$ cat src/rtl/clip_ctrl_pkg.sv
package clip_ctrl_pkg;

    typedef enum logic [1:0] {
        ST_IDLE   = 2'd0,
        ST_DECIDE = 2'd1,
        ST_ACTIVE = 2'd2
    } seq_state_t;

    localparam int ADDR_RUN    = 0;
    localparam int ADDR_BUSY   = 1;
    localparam int ADDR_BOUND0 = 2;

endpackage

$ cat src/rtl/cfg_staging.sv
module cfg_staging #(
    parameter int DATA_W     = 32,
    parameter int ADDR_W     = 3,
    parameter int PARAM_W    = 16,
    parameter int NUM_PARAMS = 4
) (
    input  logic                          clk,
    input  logic                          rst_n,
    input  logic                          wr,
    input  logic [ADDR_W-1:0]             addr,
    input  logic [DATA_W-1:0]             wdata,
    input  logic [DATA_W/8-1:0]           be,
    output logic                          stage_run,
    output logic [NUM_PARAMS*PARAM_W-1:0] stage_params
);
    import clip_ctrl_pkg::*;

    localparam int LANES = PARAM_W / 8;

    // Only the low lanes are used; the rest are ignored by design.
    logic unused_ok;
    assign unused_ok = ^{wdata[DATA_W-1:PARAM_W], be[DATA_W/8-1:LANES]};

    // Run enable: bit 0, lane 0.
    always_ff @(posedge clk or negedge rst_n) begin
        if (!rst_n)
            stage_run <= 1'b0;
        else if (wr && addr == ADDR_W'(ADDR_RUN) && be[0])
            stage_run <= wdata[0];
    end

    for (genvar p = 0; p < NUM_PARAMS; p++) begin : g_param
        for (genvar b = 0; b < LANES; b++) begin : g_lane
            always_ff @(posedge clk or negedge rst_n) begin
                if (!rst_n)
                    stage_params[p*PARAM_W + b*8 +: 8] <= '0;
                else if (wr && addr == ADDR_W'(ADDR_BOUND0 + p) && be[b])
                    stage_params[p*PARAM_W + b*8 +: 8] <= wdata[b*8 +: 8];
            end
        end
    end

    // Staging holds still when the host is not writing.
    assert_staging_quiet_R6: assert property (@(posedge clk) disable iff (!rst_n)
        !wr |=> ($stable(stage_params) && $stable(stage_run)));

endmodule

$ cat src/rtl/shadow_bank.sv
module shadow_bank #(
    parameter int W = 64
) (
    input  logic         clk,
    input  logic         rst_n,
    input  logic         latch,
    input  logic         d_run,
    input  logic [W-1:0] d_params,
    output logic         q_run,
    output logic [W-1:0] q_params
);
    always_ff @(posedge clk or negedge rst_n) begin
        if (!rst_n) begin
            q_run    <= 1'b0;
            q_params <= '0;
        end else if (latch) begin
            q_run    <= d_run;
            q_params <= d_params;
        end
    end

    // Shadow only moves on a boundary capture.
    assert_shadow_frozen_R1: assert property (@(posedge clk) disable iff (!rst_n)
        !latch |=> ($stable(q_params) && $stable(q_run)));

endmodule

$ cat src/rtl/frame_seq.sv
module frame_seq (
    input  logic clk,
    input  logic rst_n,
    input  logic frame_req,
    input  logic frame_done,
    input  logic shadow_run,
    output logic latch,
    output logic frame_grant,
    output logic busy
);
    import clip_ctrl_pkg::*;

    seq_state_t state, state_nx;

    always_ff @(posedge clk or negedge rst_n) begin
        if (!rst_n) state <= ST_IDLE;
        else        state <= state_nx;
    end

    always_comb begin
        state_nx = state;
        unique case (state)
            ST_IDLE:   if (frame_req)  state_nx = ST_DECIDE;
            ST_DECIDE: state_nx = shadow_run ? ST_ACTIVE : ST_IDLE;
            ST_ACTIVE: if (frame_done) state_nx = ST_IDLE;
            default:   state_nx = ST_IDLE;
        endcase
    end

    always_comb begin
        latch       = 1'b0;
        frame_grant = 1'b0;
        busy        = 1'b0;
        unique case (state)
            ST_IDLE:   latch       = frame_req;
            ST_DECIDE: frame_grant = shadow_run;
            ST_ACTIVE: busy        = 1'b1;
            default:   ;
        endcase
    end

    // A frame in progress only ends on frame_done.
    assert_no_midframe_stop_R3: assert property (@(posedge clk) disable iff (!rst_n)
        (busy && !frame_done) |=> busy);

    // A grant leads into the busy state.
    assert_grant_to_busy_R11: assert property (@(posedge clk) disable iff (!rst_n)
        frame_grant |=> (busy && !frame_grant));

endmodule

$ cat src/rtl/read_port.sv
module read_port #(
    parameter int DATA_W = 32,
    parameter int ADDR_W = 3
) (
    input  logic              clk,
    input  logic              rst_n,
    input  logic              rd,
    input  logic [ADDR_W-1:0] addr,
    input  logic              busy,
    output logic [DATA_W-1:0] rdata,
    output logic              rvalid
);
    import clip_ctrl_pkg::*;

    always_ff @(posedge clk or negedge rst_n) begin
        if (!rst_n) begin
            rdata  <= '0;
            rvalid <= 1'b0;
        end else begin
            rvalid <= rd;
            if (rd)
                rdata <= (addr == ADDR_W'(ADDR_BUSY)) ? DATA_W'(busy) : '0;
        end
    end

    // One valid per read, one cycle later.
    assert_rvalid_follows_R8: assert property (@(posedge clk) disable iff (!rst_n)
        rd |=> rvalid);
    assert_rvalid_single_R8: assert property (@(posedge clk) disable iff (!rst_n)
        !rd |=> !rvalid);

    // Write-only addresses read as zero.
    assert_wo_reads_zero_R5: assert property (@(posedge clk) disable iff (!rst_n)
        (rd && addr != ADDR_W'(ADDR_BUSY)) |=> (rdata == '0));

endmodule

$ cat src/rtl/clip_ctrl_regs.sv
module clip_ctrl_regs #(
    parameter int DATA_W     = 32,
    parameter int ADDR_W     = 3,
    parameter int PARAM_W    = 16,
    parameter int NUM_PARAMS = 4,
    localparam int BE_W      = DATA_W / 8,
    localparam int BOUNDS_W  = NUM_PARAMS * PARAM_W
) (
    input  logic                clk,
    input  logic                rst_n,
    input  logic [ADDR_W-1:0]   host_addr,
    input  logic                host_wr,
    input  logic [DATA_W-1:0]   host_wdata,
    input  logic [BE_W-1:0]     host_be,
    input  logic                host_rd,
    output logic [DATA_W-1:0]   host_rdata,
    output logic                host_rvalid,
    output logic                host_wait,
    input  logic                frame_req,
    output logic                frame_grant,
    input  logic                frame_done,
    output logic [BOUNDS_W-1:0] clip_bounds
);
    logic                stage_run, shadow_run, latch, busy;
    logic [BOUNDS_W-1:0] stage_params;

    assign host_wait = 1'b0;

    cfg_staging #(
        .DATA_W(DATA_W), .ADDR_W(ADDR_W), .PARAM_W(PARAM_W), .NUM_PARAMS(NUM_PARAMS)
    ) u_stage (
        .clk(clk), .rst_n(rst_n), .wr(host_wr), .addr(host_addr),
        .wdata(host_wdata), .be(host_be),
        .stage_run(stage_run), .stage_params(stage_params)
    );

    shadow_bank #(.W(BOUNDS_W)) u_shadow (
        .clk(clk), .rst_n(rst_n), .latch(latch),
        .d_run(stage_run), .d_params(stage_params),
        .q_run(shadow_run), .q_params(clip_bounds)
    );

    frame_seq u_seq (
        .clk(clk), .rst_n(rst_n), .frame_req(frame_req), .frame_done(frame_done),
        .shadow_run(shadow_run), .latch(latch),
        .frame_grant(frame_grant), .busy(busy)
    );

    read_port #(.DATA_W(DATA_W), .ADDR_W(ADDR_W)) u_rd (
        .clk(clk), .rst_n(rst_n), .rd(host_rd), .addr(host_addr), .busy(busy),
        .rdata(host_rdata), .rvalid(host_rvalid)
    );

    // Busy read value tracks the grant/done handshake.
    assert_busy_clears_R4: assert property (@(posedge clk) disable iff (!rst_n)
        (busy && frame_done) |=> !busy);

endmodule

$ cat config.mk
export PLATFORM = sky130hd
export DESIGN_NAME = clip_ctrl_regs
export DESIGN_NICKNAME = d
export VERILOG_FILES = /design/src/rtl/clip_ctrl_pkg.sv /design/src/rtl/cfg_staging.sv /design/src/rtl/shadow_bank.sv /design/src/rtl/frame_seq.sv /design/src/rtl/read_port.sv /design/src/rtl/clip_ctrl_regs.sv
export SDC_FILE = /design/constraint.sdc
export NUM_CORES = 1
export LEC_CHECK = 0
export BUFFER_PORTS_ARGS = -buffer_cell sky130_fd_sc_hd__buf_2
export CORE_MARGIN = 5
export CORE_UTILIZATION = 30
export CTS_CLUSTER_DIAMETER = 60
export DETAILED_ROUTE_END_ITERATION = 10
export GPL_TIMING_DRIVEN = 0
export HOLD_SLACK_MARGIN = 0.06
export RECOVER_POWER = 25
export SYNTH_ARGS = -nofsm -noshare
export SYNTH_HDL_FRONTEND = slang
export SYNTH_HIERARCHICAL = 1
export SYNTH_SLANG_ARGS = --single-unit
$ cat constraint.sdc
create_clock -name clk -period 3.2 [get_ports clk]
set_input_delay 0.32 -clock clk [delete_from_list [all_inputs] [get_ports clk]]
set_output_delay 0.32 -clock clk [all_outputs]
set_load 0.02 [all_outputs]
==> flow_summary.json <==
{
  "post-route-period-util": 0.5766,
  "regToRegStartpoint": "u_seq/state[0]$_DFFE_PN0P_",
  "die-area_mm2": 0.02158,
  "area_delta_synth_final_pct": 25.73,
  "final_setup_violation_count": 0,
  "grt_ovf": 0,
  "clk-insertion-delay-late_ns": 0.41,
  "numClockSinks": 134,
  "io-pin-count": 144,
  "postRouteWirelength_um": 12090,
  "cts_buffers": 17,
  "port_buffers": 93,
  "endpoint_required_time_on_the_critical_path_ns": 3.75,
  "cts-root-to-sink-buffers": 2,
  "final_layout_size_suffix_gt1_frac": 0.5996,
  "synthesized_area_per_cell_um2": 17.09,
  "timing.reg2reg.worst_path_depth": 3,
  "cap_violations": 1,
  "detailed_place.area_mm2": 0.006526,
  "grt_start_max_net_pins": 77,
  "timing.critical_path.fanout_max": 76,
  "min_path_type": "in -> reg",
  "ff2ff_setup_slack_ns": 1.54,
  "result_of_the_run": "finished with violations",
  "firstDrtPassIters": 4,
  "crit_path_start_kind": "primary input",
  "cts_tree": "yes",
  "drt-initial-drc-count": 60,
  "reg2reg_to": "u_shadow/q_params[8]$_DFFE_PN0P_",
  "routability_congestion_estimate": 0.7029,
  "cts_setup_buffers": 0,
  "rows": 50,
  "number_of_vias_after_detailed_routing": 3014,
  "post_syn_area_mm2": 0.005622,
  "synth_sequential_area_ratio": 0.5965,
  "first_global_vias": 3334,
  "worst-endpoint-arrival_ns": 2.40,
  "placeable_core_area_mm2": 0.01858,
  "critical_path_class": "in -> async",
  "netlist_instances": 329,
  "clock_tree.root_cell": "clkbuf_16",
  "power.density_cell_area_mw_per_mm2": 980.1,
  "final_area_mm2": 0.007068,
  "critical-path-top-delay-family": "buffers and inverters",
  "total_area_of_multi_input_combinational_cells_mm2": 0.001938,
  "timing.final.hold_violations": 0,
  "failed_checks": "capacitance limit, slew limit",
  "max-slew-margin-rel": -0.005021,
  "worstHoldStart": "frame_req",
  "synth.ff_latch_count": 134,
  "fp.dieH_um": 146.9,
  "n_antenna_cell": 0,
  "timing.critical_path.cells": "dlygate4sd3_1, clkbuf_2, buf_16",
  "initial_standard_cell_utilization_of_the_core": 0.3026,
  "hold_path_depth": 2,
  "min_delay_worst_endpoint": "u_seq/state[0]$_DFFE_PN0P_",
  "critPathMaxStageDelay_ns": 1.07,
  "grt_setup_unrepaired": "no",
  "route.detailed.drc": 0,
  "drt.antenna.violating_nets": 0,
  "fmax_mhz": 542.0,
  "die_w_um": 146.9,
  "h-tree-depth": 4,
  "grtUsageTotal": 0.1161,
  "maxSlewViolCount": 58,
  "clock-skew-final_ns": 0.003931,
  "power.ir.vdd_worst_mv": 0.3981,
  "grt_pass1_wl_um": 18950,
  "area.sequential_mm2": 0.003353,
  "vias_per_cell": 4.180,
  "yosys.cell_types.count": 21,
  "detailed_place_hpwl_um": 8372,
  "critical_path_slowest_stage_cell": "clkbuf_2",
  "final.min_clock_period_ns": 1.845,
  "yosys_warnings": 6,
  "timing.setup.tns_ns": 0,
  "antenna_found_initial": 0,
  "worst_slew_pin_slew_ns": 1.508,
  "worstPathBufferInverterCount": 3,
  "clk_pin_slew_ns": 0.06,
  "fill_cells": 1776,
  "critPathCaptureType": "async pin",
  "total_leakage_power_nw": 3.499,
  "routed_wire_length_per_instance_um": 16.77,
  "finalNetCount": 519
}
[through the flow]
step                      setup WS [ns]    util  hold slack [ns]  cells  power (W)
after CTS                         1.494  0.3875           0.1446    721   0.007060
after floorplan                   1.770       -          0.02441    359   0.004123
after global placement           0.1107  0.3494           0.4531    686   0.004797
after detailed placement          1.511  0.3512           0.3190    687   0.004863
final                             1.355  0.3804           0.1714    721   0.006927
after global routing              1.005  0.3804           0.1433    721   0.007289
[cells in the final DEF (no fill, tap or decap), types with 2 or more instances in the layout]
| cell type | count |
|---|---|
| nor3b_1 | 2 |
| clkbuf_1 | 2 |
| inv_6 | 2 |
| clkinv_4 | 4 |
| inv_1 | 2 |
| buf_6 | 6 |
| mux2_2 | 76 |
| nand3b_1 | 2 |
| nor2_8 | 2 |
| mux2_4 | 50 |
| buf_2 | 91 |
| nand2_1 | 2 |
| mux2_1 | 4 |
| buf_4 | 32 |
| clkinv_2 | 2 |
| clkbuf_16 | 17 |
| dlygate4sd3_1 | 2 |
| dfrtp_1 | 134 |
| conb_1 | 32 |
| clkinvlp_4 | 2 |
| nor2_1 | 6 |
| bufinv_16 | 5 |
[area by class of cell]
class | instances | area share
well taps | 234 | 0.04142
multi-input cells | 184 | 0.2742
clock inverters | 15 | 0.03222
plain buffers | 39 | 0.04426
clock buffers | 17 | 0.06019
repair buffers | 96 | 0.07223
inverters | 2 | 0.001062
flip-flops and latches | 134 | 0.4744
[synth_stat cells, drive strengths merged]
library cell	n	area [um2]
nor2	8	160.2
nand2b	2	20.02
and3b	1	8.760
nor3b	2	15.01
inv	2	7.510
conb	2	7.510
o22ai	1	6.260
mux2	130	1652
buf	39	312.8
nor2b	1	6.260
a21o	1	7.510
nand2	2	7.510
nand3b	2	40.04
dfrtp	134	3353
nand4b	1	8.760
nor4b	1	8.760
[repair_timing]
action	4_1_cts	5_1_grt
hold buffers	2	0
gates resized for setup	0	0
endpoints found under the hold margin	59	0
[logic make-up after synthesis]
kind of cell	Yosys count	share of synthesized area
DFF	134	0.5965
and+or+nand+nor	20	0.04897
AOI/OAI and AO/OA	2	0.002449
buffers and inverters	41	0.05698
muxes	130	0.2938
other	2	0.001336
[layer usage]
layer  track usage  part of all wire  up-vias
li1              -                 -     1372
met1        0.1392              0.43     1549
met2        0.1929              0.50       82
met3       0.04565             0.057       11
met4       0.03635             0.011        0
met5             0                 0        -
[worst max path at each step]
stage                                                       to  slack [ns]  cells after the start                  startpoint
final                      u_stage/stage_params[6]$_DFFE_PN0P_        1.35                      3                       rst_n
after global routing      u_stage/stage_params[53]$_DFFE_PN0P_        1.00                      3                       rst_n
after CTS                     u_shadow/q_params[8]$_DFFE_PN0P_        1.49                      3  u_seq/state[0]$_DFFE_PN0P_
after detailed placement      u_shadow/q_params[8]$_DFFE_PN0P_        1.51                      3  u_seq/state[0]$_DFFE_PN0P_
after global placement     u_stage/stage_params[4]$_DFFE_PN0P_        0.11                      1                       rst_n
after floorplan              u_shadow/q_params[12]$_DFFE_PN0P_        1.77                      4  u_seq/state[0]$_DFFE_PN0P_
[registers in the layout (all words and copies together) (netlist names)]
register and cells:
u_stage/stage_run 1, u_rd/rdata 1, u_seq/state 2, u_rd/rvalid 1, u_stage/stage_params 64, u_shadow/q_run 1, u_shadow/q_params 64
[power breakdown]
part	internal [W]	switching, W	total (W)
Sequential	0.00229	0.000322	0.00262
Combinational	0.00107	0.00110	0.00217
Clock	0.00139	0.000754	0.00214
Total	0.00476	0.00217	0.00693
Power figures use the tool's default switching activity.
